$ cat src/rtl/gpp_pkg.sv
package gpp_pkg;

    localparam int unsigned OFS_W = 5;

    localparam logic [OFS_W-1:0] OFS_DATA = 5'h01;
    localparam logic [OFS_W-1:0] OFS_EDGE = 5'h03;
    localparam logic [OFS_W-1:0] OFS_DIR  = 5'h05;

    typedef enum logic [1:0] {
        ACC_IDLE  = 2'd0,
        ACC_READ  = 2'd1,
        ACC_WRITE = 2'd2
    } acc_state_t;

endpackage

$ cat src/rtl/gpp_sync.sv
module gpp_sync #(
    parameter int unsigned WIDTH  = 8,
    parameter int unsigned STAGES = 2
) (
    input  logic             clk,
    input  logic             rst_n,
    input  logic [WIDTH-1:0] async_in,
    output logic [WIDTH-1:0] sync_out
);

    logic [STAGES-1:0][WIDTH-1:0] chain_q;

    always_ff @(posedge clk or negedge rst_n) begin
        if (!rst_n) begin
            chain_q <= '0;
        end else begin
            chain_q[0] <= async_in;
            for (int s = 1; s < STAGES; s++) begin
                chain_q[s] <= chain_q[s-1];
            end
        end
    end

    assign sync_out = chain_q[STAGES-1];

endmodule

$ cat src/rtl/gpp_edge.sv
module gpp_edge #(
    parameter int unsigned WIDTH = 8
) (
    input  logic             clk,
    input  logic             rst_n,
    input  logic [WIDTH-1:0] level,
    input  logic [WIDTH-1:0] edge_sel,
    output logic [WIDTH-1:0] evt
);

    genvar g;
    generate
        for (g = 0; g < WIDTH; g++) begin : g_line
            logic match;
            logic match_prev_q;
            logic evt_q;

            // match is high when the line sits at the level its edge selects
            assign match = ~(level[g] ^ edge_sel[g]);

            always_ff @(posedge clk or negedge rst_n) begin
                if (!rst_n) begin
                    match_prev_q <= 1'b1;
                    evt_q        <= 1'b0;
                end else begin
                    match_prev_q <= match;
                    evt_q        <= match & ~match_prev_q;
                end
            end

            assign evt[g] = evt_q;
        end
    endgenerate

endmodule

$ cat src/rtl/gpp_regs.sv
module gpp_regs
    import gpp_pkg::*;
#(
    parameter int unsigned LINES  = 8,
    parameter int unsigned ADDR_W = 5
) (
    input  logic              clk,
    input  logic              rst_n,
    input  logic              bus_req,
    input  logic              bus_we,
    input  logic [ADDR_W-1:0] bus_addr,
    input  logic [LINES-1:0]  bus_wdata,
    output logic [LINES-1:0]  bus_rdata,
    output logic              bus_rvalid,
    input  logic [LINES-1:0]  pin_sync,
    output logic [LINES-1:0]  data_reg,
    output logic [LINES-1:0]  edge_reg,
    output logic [LINES-1:0]  dir_reg
);

    localparam logic [ADDR_W-1:0] A_DATA = ADDR_W'(OFS_DATA);
    localparam logic [ADDR_W-1:0] A_EDGE = ADDR_W'(OFS_EDGE);
    localparam logic [ADDR_W-1:0] A_DIR  = ADDR_W'(OFS_DIR);

    acc_state_t state_q, state_d;

    logic [LINES-1:0] data_q, edge_q, dir_q;
    logic [LINES-1:0] rd_mux;
    logic [LINES-1:0] rdata_q;
    logic             wr_fire, rd_fire;

    assign wr_fire = bus_req &  bus_we;
    assign rd_fire = bus_req & ~bus_we;

    // next-state decision
    always_comb begin
        state_d = ACC_IDLE;
        unique case (state_q)
            ACC_IDLE, ACC_READ, ACC_WRITE: begin
                if (rd_fire)      state_d = ACC_READ;
                else if (wr_fire) state_d = ACC_WRITE;
                else              state_d = ACC_IDLE;
            end
            default: state_d = ACC_IDLE;
        endcase
    end

    // state register
    always_ff @(posedge clk or negedge rst_n) begin
        if (!rst_n) state_q <= ACC_IDLE;
        else        state_q <= state_d;
    end

    // outputs of the sequencer
    always_comb begin
        bus_rvalid = 1'b0;
        unique case (state_q)
            ACC_IDLE:  bus_rvalid = 1'b0;
            ACC_READ:  bus_rvalid = 1'b1;
            ACC_WRITE: bus_rvalid = 1'b0;
            default:   bus_rvalid = 1'b0;
        endcase
    end

    // read selection: output lines show the stored bit, inputs show the pin
    always_comb begin
        rd_mux = '0;
        if (bus_addr == A_DATA)      rd_mux = (data_q & dir_q) | (pin_sync & ~dir_q);
        else if (bus_addr == A_EDGE) rd_mux = edge_q;
        else if (bus_addr == A_DIR)  rd_mux = dir_q;
    end

    // register file
    always_ff @(posedge clk or negedge rst_n) begin
        if (!rst_n) begin
            data_q  <= '0;
            edge_q  <= '0;
            dir_q   <= '0;
            rdata_q <= '0;
        end else begin
            if (wr_fire) begin
                if (bus_addr == A_DATA) data_q <= bus_wdata;
                if (bus_addr == A_EDGE) edge_q <= bus_wdata;
                if (bus_addr == A_DIR)  dir_q  <= bus_wdata;
            end
            if (rd_fire) rdata_q <= rd_mux;
        end
    end

    assign bus_rdata = rdata_q;
    assign data_reg  = data_q;
    assign edge_reg  = edge_q;
    assign dir_reg   = dir_q;

endmodule

$ cat src/rtl/gpp_port.sv
module gpp_port #(
    parameter int unsigned LINES       = 8,
    parameter int unsigned ADDR_W      = 5,
    parameter int unsigned SYNC_STAGES = 2
) (
    input  logic              clk,
    input  logic              rst_n,
    input  logic              bus_req,
    input  logic              bus_we,
    input  logic [ADDR_W-1:0] bus_addr,
    input  logic [LINES-1:0]  bus_wdata,
    output logic [LINES-1:0]  bus_rdata,
    output logic              bus_rvalid,
    input  logic [LINES-1:0]  pad_i,
    output logic [LINES-1:0]  pad_o,
    output logic [LINES-1:0]  pad_oe,
    output logic [LINES-1:0]  irq_evt
);

    logic [LINES-1:0] pin_sync;
    logic [LINES-1:0] data_reg, edge_reg, dir_reg;

    gpp_sync #(
        .WIDTH  (LINES),
        .STAGES (SYNC_STAGES)
    ) u_sync (
        .clk      (clk),
        .rst_n    (rst_n),
        .async_in (pad_i),
        .sync_out (pin_sync)
    );

    gpp_regs #(
        .LINES  (LINES),
        .ADDR_W (ADDR_W)
    ) u_regs (
        .clk        (clk),
        .rst_n      (rst_n),
        .bus_req    (bus_req),
        .bus_we     (bus_we),
        .bus_addr   (bus_addr),
        .bus_wdata  (bus_wdata),
        .bus_rdata  (bus_rdata),
        .bus_rvalid (bus_rvalid),
        .pin_sync   (pin_sync),
        .data_reg   (data_reg),
        .edge_reg   (edge_reg),
        .dir_reg    (dir_reg)
    );

    gpp_edge #(
        .WIDTH (LINES)
    ) u_edge (
        .clk      (clk),
        .rst_n    (rst_n),
        .level    (pin_sync),
        .edge_sel (edge_reg),
        .evt      (irq_evt)
    );

    assign pad_o  = data_reg;
    assign pad_oe = dir_reg;

endmodule

$ cat config.mk
export PLATFORM = sky130hd
export DESIGN_NAME = gpp_port
export DESIGN_NICKNAME = d
export VERILOG_FILES = /design/src/rtl/gpp_pkg.sv /design/src/rtl/gpp_sync.sv /design/src/rtl/gpp_edge.sv /design/src/rtl/gpp_regs.sv /design/src/rtl/gpp_port.sv
export SDC_FILE = /design/constraint.sdc
export NUM_CORES = 1
export LEC_CHECK = 0
export ABC_AREA = 0
export CAP_MARGIN = 20
export CORE_UTILIZATION = 39
export DETAILED_ROUTE_END_ITERATION = 10
export GPL_ROUTABILITY_DRIVEN = 0
export SLEW_MARGIN = 15
export SYNTH_ARGS = -nofsm -noshare
export SYNTH_HDL_FRONTEND = slang
export SYNTH_SLANG_ARGS = --single-unit
export TNS_END_PERCENT = 20
$ cat constraint.sdc
create_clock -name clk -period 1.33 [get_ports clk]
set_input_delay 0.133 -clock clk [delete_from_list [all_inputs] [get_ports clk]]
set_output_delay 0.133 -clock clk [all_outputs]
set_load 0.02 [all_outputs]
After elaboration in Yosys (flattened, before gate mapping) --
Index checks and enable logic that the tools add are counted.
Operators by class: eq/ne operators 5, mux-type cells 7, bitwise logic cells 39, reduce and logical (&&, ||, !) cells 5
Operators with widths (count):
- 8-bit two-way mux | 3
- 1-bit inverter | 17
- 8-bit AND | 2
- 1-bit AND | 10
- 8-bit inverter | 1
- 8-bit OR | 1
- 1-bit XOR | 8
- 2-bit two-way mux | 3
- 2-bit AND reduction | 3
- 5-bit by 1-bit == test with 1-bit output, second input constant | 1
- 5-bit by 2-bit == test with 1-bit output, second input constant | 1
- 5-bit by 3-bit == test with 1-bit output, second input constant | 1
- 3-bit OR reduction | 1
- 2-bit by 1-bit == test with 1-bit output, second input constant | 1
- 2-bit == test, second input constant | 1
- 2-bit logical NOT | 1
- 1-bit two-way mux | 1
Storage, ports and cells: register bits 66, input bits 25, logic and storage cells 79

Depth between registers and ports, before layout --
depth in word-level cells 4, depth in mapped cells 5

By module --
From an unflattened synthesis, not the netlist that was laid out.
Unflattened totals: cell total of the unflattened synthesis 191, area total of the unflattened synthesis 2710.1 um^2
By module, submodules not included:
- gpp_regs | times used 1, cells an instance 127, area an instance 1639.1 um^2, sequential area each 850.8 um^2
- gpp_edge | times used 1, cells an instance 40, area an instance 610.6 um^2, sequential area each 410.4 um^2
- gpp_sync | times used 1, cells an instance 24, area an instance 460.4 um^2, sequential area each 400.4 um^2

Worst setup path before layout --
Ideal clock, no wire load.
path type input to register, start input bus_addr[1], end register u_regs.data_q[0], in the netlist u_regs.data_reg[0], library setup time 0.125 ns, arrival 1.402 ns, path slack -0.197 ns, stages on the path 5, path buffers 2, cell sequence or3b_1 buf_6 or3_1 buf_6 mux2_4
Between the ends: longest elaborated chain between the ends 2
RTL lines:
- start, declared | RTL line gpp_port.sv:10 | input logic [ADDR_W-1:0] bus_addr,
- 5-bit by 1-bit == test with 1-bit output | RTL line gpp_regs.sv:82 | if (bus_addr == A_DATA) data_q <= bus_wdata;
- 2-bit AND reduction (no line)
- end signal, assigned | RTL line gpp_regs.sv:82
- end, declared | RTL line gpp_regs.sv:27 | logic [LINES-1:0] data_q, edge_q, dir_q;
No other way between the ends. A chain may end at the register's enable or synchronous reset.

Worst setup path after layout --
start input bus_addr[4], end register u_regs.dir_q[6], in the netlist u_regs.dir_reg[6]
Between the ends: longest elaborated chain between the ends 2
RTL lines:
- 5-bit by 3-bit == test with 1-bit output | RTL line gpp_regs.sv:84 | if (bus_addr == A_DIR) dir_q <= bus_wdata;
- 2-bit AND reduction (no line)
- end signal, assigned | RTL line gpp_regs.sv:84
- end, declared | RTL line gpp_regs.sv:27
No other way between the ends.

==> summary.txt <==
STA
  – Min cycle time layout: ~1.3 ns
  – Period utilization: 99.98%
  – Max Fclk: 752.1 MHz
  – Final setup vio count: 0
  – Pins over their slew limit: 0
  – Worst slew pin tran: slightly below 0.5 ns
  – Setup Skew: between 0.007 and 0.008 ns
  – Unrepaired setup endpoints after global routing: true
  – Hold Fails Final Rpt: 0
  – Relative slew slack: 67.06%

GRT
  – GR Util met2: approximately a quarter
  – Met1 Use GR: around 25%
  – Vias in the first global route: 1808
  – GRT Residual Overflow: 0
  – Gr busiest metal: met2
  – Met3 Use GR: 5.143%
  – Gr usage total: 17.81%
  – First-pass GRT wire length: slightly above 9000 um
  – Number of antenna violations at the first check in global routing: 0
  – Largest net degree at the start of global routing: 27

Clock network
  – Clk_lat worst skew: 0.34 ns
  – Clk slew on worst S/H paths: 0.07 ns
  – Num CTS Buffers: 9
  – Clk sinks: 66
  – Root buf cell: clkbuf_8
  – CTS tree: yes
  – CTS max path bufs: 2
  – Htree depth: 3

Worst setup path
  – Worst path cell trace: clkdlybuf4s15_2 -> or3b_4 -> buf_6 -> nor3b_4 -> buf_6 -> mux2_2
  – CP Launch Type: primary input
  – FF-to-FF Start: u_regs.dir_reg[2]
  – CP most frequent cell: buf_6
  – Max stage delay cell, worst path: or3b_4
  – WP data arrival: ~1.5 ns
  – Slowest cell delay on critical path: about 0.40 ns
  – Critical Path Start: bus_addr[4]
  – CP Capture Type: register
  – Max FO, Critical Path: 4
  – Worst Setup Path Type: in2reg
  – Worst EP required: ~1.5 ns

Power and ir drop
  – Leak pwr: approximately 1.7 nW
  – Pwr dens: ~1300 nW/um^2
  – Peak supply drop: about 650 uV

Synthesis
  – Ys Warns: 0
  – Async S/R FF share, synth: 100.0%
  – Flops & latches, synth: 66
  – Post-Synthesis Cells: 183
  – Synthesized area: about 2600 sq um
  – Main synth FF type: dfrtp_1
  – Top cells by count, synth: 58 x dfrtp_1, 18 x nor2b_1, 16 x mux2_2
  – Cell taking the most area after synthesis: dfrtp_1
  – Synth area leaders: dfrtp_1 55%, dfstp_2 8.0%, mux2_2 6.9%, mux2_4 4.6%, nor2b_1 4.3%
  – Seq/Total Area, Yosys: between 60% and 70%
  – Yosys cell types: 22
  – Syn nets: 208
  – Post-synth EDFFs: 0
  – Cell with the most instances after synthesis: dfrtp_1
  – Synth Area per Inst: around 14 sq um
  – Yosys top cell area share: between 50% and 60%

Run
  – Max-cap viol count: 0

Floorplanning
  – Rows: 29
  – Die width: 84.12 um
  – Core box area: 6422 sq um
  – Die height: 84.12 um
  – IO Count: 58
  – Die area: 7076 sq um
  – Starting Density: between 40% and 50%

Final layout
  – NumNets Final: 282
  – ANT cells: 0
  – Area Overhead vs Synth: 34.87%
  – Final non-filler cell area: approximately 3500 sq um
  – Layout cell share with drive strength beyond 1: between 20 and 30%
  – Final core utilization: a little under three fifths
  – Post-Layout Cell Count: between 300 and 400

Run status
  – Failing checks: DRC
  – Status: finished, violations left

Routing
  – TritonRoute pass-1 iters: 7
  – DR iter-0 viols: 62
  – Via density: just over 5
  – Total wire length: roughly 5600 um
  – Final ANT Viol Nets: 0
  – Wire per inst: between 15 and 20 um
  – DR vias: between 1500 and 2000
  – DRC viols: 10

Place
  – # port buffers: 57
  – Area after DPL: 3366 sq um
  – Post-DP HPWL: 3889 um
  – Number of cells after detailed placement: between 300 and 400

Worst hold path
  – HP Class: in2reg
  – Hold Path Origin: pad_i[4]
-- logic make-up after synthesis --
family,after synthesis,share of synthesized area (%)
mux,24,11.42
buf+inv,16,4.139
flops,66,63.18
compound gates,26,7.993
simple gates,43,10.61
xor+xnor,8,2.664
-- where the power goes --
group | internal, mW | switching [mW]
sequential | 2.26 | 0.140
combinational | 0.393 | 0.380
clock | 0.836 | 0.703
total | 3.49 | 1.22
-- worst max-delay path, delay by kind of cell --
family        cells  cell delay, ns
simple gates      2            0.61
buf+inv           3            0.48
mux               1            0.32
-- path summary, 6_finish.rpt --
kind	to	slack (ns)	cells past startpoint
worst max-delay path	u_regs.dir_reg[6]	0.0003	6
worst min-delay path	u_sync.chain_q[4]	0.23	1
worst max register to register	u_regs.bus_rdata[2]	0.19	2
worst min register to register	u_sync.sync_out[0]	0.35	0
max in group asynchronous	u_edge.g_line[0].match_prev_q	0.45	3
min in group asynchronous	u_sync.chain_q[4]	0.29	2
-- repair_timing --
action | CTS | global route
setup endpoints to repair | 65 | 19
pin swaps | 2 | 2
buffers inserted | 0 | 0
hold buffers | 1 | 0
endpoints found under the hold margin | 15 | 0
resized for setup | 51 | 10
-- final cells by class --
class | count | area (sq um)
clock buffer | 10 | 127.6
clock inverter | 4 | 45.04
fill | 569 | 2875
multi-input combinational | 101 | 889.6
sequential | 66 | 1662
tap | 77 | 96.34
timing repair buffer | 79 | 726.9
-- layout by cell type, fill, tap and decap left out, types with 2 or more instances in the layout --
master,instances
dfrtp_1,58
dlygate4sd2_1,35
nor2b_1,18
clkdlybuf4s50_1,16
buf_4,14
mux2_4,13
mux2_2,11
nand2b_1,9
nand2_1,9
clkbuf_8,9
xnor2_1,8
a32oi_1,8
o31ai_1,8
dfstp_2,8
a2111oi_0,7
buf_6,5
clkinv_2,3
a21oi_1,2
clkbuf_2,2
buf_12,2
-- layer usage --
metal	wire length, um	vias up
met2	2411	61
met4	141	0
met1	2666	865
met5	0	-
met3	344	15
li1	-	787
-- per-stage QoR --
step / setup TNS, ns / setup WS (ns) / total power [mW] / hold WS (ns)
2_1_floorplan: -4.139 / -0.1968 / 2.875 / -0.1626
3_3_place_gp: -18.06 / -0.6349 / 3.280 / 0.1210
3_5_place_dp: -17.89 / -0.6348 / 3.292 / 0.1321
4_1_cts: -0.04689 / -0.01114 / 4.764 / 0.2158
5_1_grt: -0.03197 / -0.008720 / 4.965 / 0.2044
6_report: 0 / 0.0003036 / 4.710 / 0.2276
No activity file was read; power rests on OpenSTA's default activity.
